--- src/rtl/ccx_channel.sv ---
module ccx_channel #(
  parameter int CW = 16
) (
  input  logic          clk,
  input  logic          rst_n,
  input  logic [CW-1:0] cnt_i,
  input  logic          mode_i,
  input  logic          edge_i,
  input  logic          swev_i,
  input  logic          wr_i,
  input  logic [CW-1:0] wdata_i,
  input  logic          rd_i,
  input  logic          sts_we_i,
  input  logic          sts_evt_i,
  input  logic          sts_ovr_i,
  input  logic          irq_en_i,
  input  logic          dma_en_i,
  output logic [CW-1:0] ccr_o,
  output logic          evt_o,
  output logic          ovr_o,
  output logic          irq_o,
  output logic          dreq_o
);

  logic cap, cmp, set_evt, clr_evt, clr_ovr;

  assign cap     = mode_i & (edge_i | swev_i);
  assign cmp     = ~mode_i & ((cnt_i == ccr_o) | swev_i);
  assign set_evt = cap | cmp;
  assign clr_evt = rd_i | (sts_we_i & ~sts_evt_i);
  assign clr_ovr = sts_we_i & ~sts_ovr_i;

  always_ff @(posedge clk or negedge rst_n) begin
    if (!rst_n) begin
      ccr_o <= '0;
      evt_o <= 1'b0;
      ovr_o <= 1'b0;
    end else begin
      if (cap)       ccr_o <= cnt_i;
      else if (wr_i) ccr_o <= wdata_i;

      if (set_evt)      evt_o <= 1'b1;
      else if (clr_evt) evt_o <= 1'b0;

      if (cap && evt_o) ovr_o <= 1'b1;
      else if (clr_ovr) ovr_o <= 1'b0;
    end
  end

  assign irq_o  = evt_o & irq_en_i;
  assign dreq_o = evt_o & dma_en_i;

  assert_match_sets_R1: assert property (@(posedge clk) disable iff (!rst_n)
    (!mode_i && cnt_i == ccr_o) |=> evt_o);

  assert_capture_R2: assert property (@(posedge clk) disable iff (!rst_n)
    (mode_i && edge_i) |=> (evt_o && ccr_o == $past(cnt_i)));

  assert_wr0_clears_R3: assert property (@(posedge clk) disable iff (!rst_n)
    (sts_we_i && !sts_evt_i && !edge_i && !swev_i && (mode_i || cnt_i != ccr_o)) |=> !evt_o);

  assert_wr1_keeps_R3: assert property (@(posedge clk) disable iff (!rst_n)
    (sts_we_i && sts_evt_i && !rd_i && evt_o) |=> evt_o);

  assert_read_clears_R4: assert property (@(posedge clk) disable iff (!rst_n)
    (rd_i && !edge_i && !swev_i && (mode_i || cnt_i != ccr_o)) |=> !evt_o);

  assert_overcap_R5: assert property (@(posedge clk) disable iff (!rst_n)
    (mode_i && (edge_i || swev_i) && evt_o) |=> ovr_o);

  assert_ovr_sticky_R6: assert property (@(posedge clk) disable iff (!rst_n)
    (ovr_o && !(sts_we_i && !sts_ovr_i)) |=> ovr_o);

  assert_sw_capture_R7: assert property (@(posedge clk) disable iff (!rst_n)
    (mode_i && swev_i) |=> (evt_o && ccr_o == $past(cnt_i)));

  assert_sw_compare_R8: assert property (@(posedge clk) disable iff (!rst_n)
    (!mode_i && swev_i) |=> evt_o);

  assert_set_wins_R10: assert property (@(posedge clk) disable iff (!rst_n)
    (mode_i && edge_i && rd_i) |=> evt_o);

  assert_no_ovr_in_compare_R12: assert property (@(posedge clk) disable iff (!rst_n)
    (!mode_i && !ovr_o) |=> !ovr_o);

  assert_load_R13: assert property (@(posedge clk) disable iff (!rst_n)
    (wr_i && !(mode_i && (edge_i || swev_i))) |=> ccr_o == $past(wdata_i));

endmodule

--- config.mk ---
export PLATFORM = sky130hd
export DESIGN_NAME = ccx_channel
export DESIGN_NICKNAME = d
export VERILOG_FILES = /design/src/rtl/ccx_channel.sv
export SDC_FILE = /design/constraint.sdc
export NUM_CORES = 1
export LEC_CHECK = 0
export CELL_PAD_IN_SITES_DETAIL_PLACEMENT = 0
export CELL_PAD_IN_SITES_GLOBAL_PLACEMENT = 1
export CORE_ASPECT_RATIO = 0.5
export CORE_MARGIN = 3
export CORE_UTILIZATION = 27
export CTS_CLUSTER_DIAMETER = 40
export DETAILED_ROUTE_END_ITERATION = 10
export PLACE_DENSITY_LB_ADDON = 0.3
export SYNTH_ARGS = -nofsm -noshare
export SYNTH_HDL_FRONTEND = slang
export SYNTH_SLANG_ARGS = --single-unit
export TNS_END_PERCENT = 30
--- constraint.sdc ---
create_clock -name clk -period 2.1 [get_ports clk]
set_input_delay 0.315 -clock clk [delete_from_list [all_inputs] [get_ports clk]]
set_output_delay 0.315 -clock clk [all_outputs]
set_load 0.005 [all_outputs]
Word level (Yosys, flattened, before mapping)

Cells that the tools add are included.

Eq/ne operators: 1
Mux-type cells: 6
Bitwise gates (word level): 13
Reduce and logical (&&, ||, !) cells: 4

Operators with widths:

| operator            | number |
|---|---|
| $mux W16            | 2 |
| $eq A16 B16 Y1      | 1 |
| $and A1 B1 Y1       | 6 |
| $reduce_bool A2 Y1  | 3 |
| $mux W1             | 4 |
| $or A1 B1 Y1        | 4 |
| $not A1 Y1          | 3 |
| $logic_and A1 B1 Y1 | 1 |

Bits in registers: 18
Bits of input ports: 44
Output and inout port bits: 20

Depth between registers and ports, before layout

Depth after elaboration: 5
Depth in mapped cells: 4

Least setup slack after synthesis

No wires, ideal clock.

Path type: reg-to-reg
From: register ccr_o[1]
To: register evt_o
Setup time: 92 ps
Arrival: 1,078 ps
Required time: 2,008 ps
Path slack: 930 ps
Cell stages (with the launch flop): 5
Path buffers: 0
Period minus slack after synthesis: 1,170 ps
Cell sequence: dfrtp_1 > xor2_1 > nor4_1 > nand4_1 > o31ai_2

Word-level cells in the longest chain between the ends: 5
Elaborated cells on any way between the ends: 6
Those cells by class: 1 x eq/ne; 1 x mux; 3 x bitwise; 1 x reduce/logical

Ends and longest elaborated chain:

| what                                          | line | RTL |
|---|---|---|
| start, declared                               | 18   | `output logic [CW-1:0] ccr_o,` |
| start signal, assigned                        | 39   | `if (cap) ccr_o <= cnt_i;` |
| start signal, assigned                        | 40   | `else if (wr_i) ccr_o <= wdata_i;` |
| $eq A16 B16 Y1 *                              | 28   | `assign cmp = ~mode_i & ((cnt_i == ccr_o) \| swev_i);` |
| $or A1 B1 Y1 *                                | 28   |  |
| $and A1 B1 Y1 *                               | 28   |  |
| $or A1 B1 Y1 *                                | 29   | `assign set_evt = cap \| cmp;` |
| $mux W1 or $reduce_bool A2 Y1 (tied branches) | --   |  |
| end signal, assigned                          | 36   | `evt_o <= 1'b0;` |
| end signal, assigned                          | 42   | `if (set_evt) evt_o <= 1'b1;` |
| end signal, assigned                          | 43   | `else if (clr_evt) evt_o <= 1'b0;` |
| end, declared                                 | 19   | `output logic evt_o,` |

Mark *: on every way between the ends. The rest lies on a longest branch, timed or not.
A chain may end at the register's enable or synchronous reset.

Worst setup path in the final report

From: input dma_en_i
To: output dreq_o

Word-level cells in the longest chain between the ends: 1

Ends and longest elaborated chain:

| what            | line | RTL |
|---|---|---|
| start, declared | 17   | `input logic dma_en_i,` |
| $and A1 B1 Y1   | 51   | `assign dreq_o = evt_o & dma_en_i;` |
| end, declared   | 22   | `output logic dreq_o` |

No other way between the ends.

==> flow_metrics.tcl <==
set metrics [dict create \
    worstPathRequired_ns 1.78 \
    drc 0 \
    initial_core_util 0.289 \
    routed_wl_mm 2.78 \
    criticalPathCategory "in -> out" \
    final_hold_viol_count 0 \
    cp_max_fo 1 \
    syn-num-nets 147 \
    synth_cell_types 17 \
    rows 15 \
    diodes 0 \
    grt_pass1_wl_mm 4.49 \
    setup_ws_ns 0.422 \
    drive_above_1_share 0.0479 \
    r2r_slack_ns 0.61 \
    critPathArrivalTime_ns 1.36 \
    synth_area_leaders "dfrtp_1 (44%), mux2i_1 (16%), xor2_1 (14%)" \
    grt_pass1_vias 960 \
    grt_start_max_net_pins 34 \
    clkPwrFrac 0.244 \
    multi_input_area_sq_um 532 \
    outcome "complete, no violations" \
    drt_iter0_drc 35 \
    ir_drop_mv 0.169 \
    avgRoutedWirePerCell_um 12.8 \
    htree_levels 1 \
    core_sq_mm 0.00353 \
    maxSlewViolCount 0 \
    cts_num_sinks 18 \
    clockRootBuffer "clkbuf_8" \
    synth_top_area_share 0.442 \
    p_sw_frac 0.263 \
    postCtsSetupBuffers 0 \
    fmax_mhz 596 \
    relSlewSlack 0.715 \
    hold_ws_ns 0.387 \
    rsz0062_at_grt "false" \
    seq_area_sq_um 450 \
    cp-start-kind "input pin" \
    overflow 0 \
    switching_power_mw 0.255 \
    synthCells 103 \
    via_per_inst 4.37 \
    portBuffers 63 \
    hp-class "in -> async" \
    vias 952 \
    grt_use_total 0.126 \
    intPower_mw 0.716 \
    reg2regPathDepth 4 \
    dpl.hpwl_mm 2.14 \
    reg2reg_to "evt_o" \
    synth_top_cell_by_area "dfrtp_1" \
    critPathCaptureType "primary output" \
    syn-cell-area_sq_mm 0.00102 \
    area_growth_pct 71.4 \
    cts_made_buffers 3 \
    ys_seq_area_frac 0.442 \
    cts.hold.buffers_added 0 \
    tns_ns 0 \
    skew_ns 0.00379 \
    ys_ff_latch 18 \
    fin_crit_ns 1.68 \
    p_per_area_mw_per_mm2 556 \
    seqPwrFrac 0.435 \
    grt_antenna_before_repair 0 \
    nets 213 \
    num_io_pins 64 \
    gp_congestion 0.731 \
    ys_warn_count 0 \
    cellLeakagePower_nw 0.732 \
    rr_startpoint "ccr_o[1]" \
    fill_cells 359 \
    clk_path_buf_depth 2 \
    p_comb_frac 0.321 \
    cts_tree "built" \
    dieHeight_um 49.5 \
    dr.pass1.iters 4 \
    worst_slew_pin_slew_ns 0.424 \
    dpl_worst_slack_ns 0.233 \
    ctsResizeCount 0 \
    die_x_um 92.9 \
    die_area_sq_mm 0.00459 \
    syn_avg_cell_area_sq_um 9.90 \
    ant_nets 0 \
    clkTransAtPathRegs_ns 0.07 \
    clock_latency_ns 0.25 \
    cap_violations 0 \
    setup_viol 0 \
    min_period_over_period 0.799 \
]
synthesized netlist by cell type:
cell type   n
nor4_1      3
and2_1      2
o21ai_0     2
buf_6       1
inv_1       2
a21oi_1    17
xor2_1     16
mux2i_1    16
dfrtp_1    18
clkbuf_1    1
nor3_1      1
o31ai_2     1
nand4_1     1
o31a_1      1
nor2_1     17
buf_2       3
o21ai_2     1
worst max-delay path by stage:
stage,cells after the start,endpoint,slack [ns],startpoint
global placement,5,evt_o,0.26,cnt_i[1]
global route,3,dreq_o,0.37,dma_en_i
detailed placement,5,evt_o,0.23,cnt_i[1]
floorplan,4,evt_o,0.93,ccr_o[1]
CTS,3,dreq_o,0.42,dma_en_i
finish,3,dreq_o,0.42,dma_en_i
power groups by stage:
stage / Clock [mW] / Sequential [mW] / Combinational (mW)
after floorplan: 0 / 0.429 / 0.111
after global placement: 0 / 0.429 / 0.317
after detailed placement: 0 / 0.430 / 0.316
after CTS: 0.249 / 0.423 / 0.318
after global routing: 0.261 / 0.428 / 0.343
final: 0.237 / 0.423 / 0.312
cells in the final DEF (no fill, tap or decap), drive strengths merged:
| cell | instances |
|---|---|
| clkdlybuf4s50 | 63 |
| dfrtp | 18 |
| nor2 | 17 |
| a21oi | 17 |
| mux2i | 16 |
| xor2 | 16 |
| nor4 | 3 |
| clkbuf | 3 |
| buf | 3 |
| o21ai | 3 |
| and2 | 2 |
| inv | 2 |
| nor3 | 1 |
| nand4 | 1 |
| o31a | 1 |
| o31ai | 1 |
per-layer routing:
metal  track usage  part of all wire
met2         0.199              0.44
met1         0.161              0.45
met5             0                 0
met3        0.0457             0.093
met4        0.0438             0.016
metrics by stage:
| stage | area [sq um] | utilization | total power [mW] | std cells |
|---|---|---|---|---|
| floorplan | 1020 | - | 0.540 | 103 |
| global placement | 1710 | 0.484 | 0.745 | 215 |
| detailed placement | 1710 | 0.484 | 0.746 | 215 |
| CTS | 1750 | 0.495 | 0.991 | 218 |
| global route | 1750 | 0.495 | 1.03 | 218 |
| finish | 1750 | 0.495 | 0.971 | 218 |
registers in the layout, summed over array words and instances, names as in the netlist:
register and flops:
evt_o 1, ccr_o 16, ovr_o 1
worst max-delay path, stage by stage:
cell	delay, ns
clkdlybuf4s50_1	0.45
and2_1	0.11
clkdlybuf4s50_1	0.49
cell type report:
class | count | area share
multi-input cells | 78 | 0.304
repair buffers | 66 | 0.374
clock buffers | 3 | 0.0236
inverters | 2 | 0.00429
well taps | 51 | 0.0365
flip-flops and latches | 18 | 0.258
kinds of logic after synthesis:
| logic type | count (synthesis) | synth area share |
|---|---|---|
| simple gates | 24 | 0.104 |
| compound gates | 22 | 0.123 |
| flops | 18 | 0.442 |
| xor+xnor | 16 | 0.137 |
| mux | 16 | 0.157 |
| buf+inv | 7 | 0.0368 |
No activity file was read; power rests on OpenSTA's default activity.
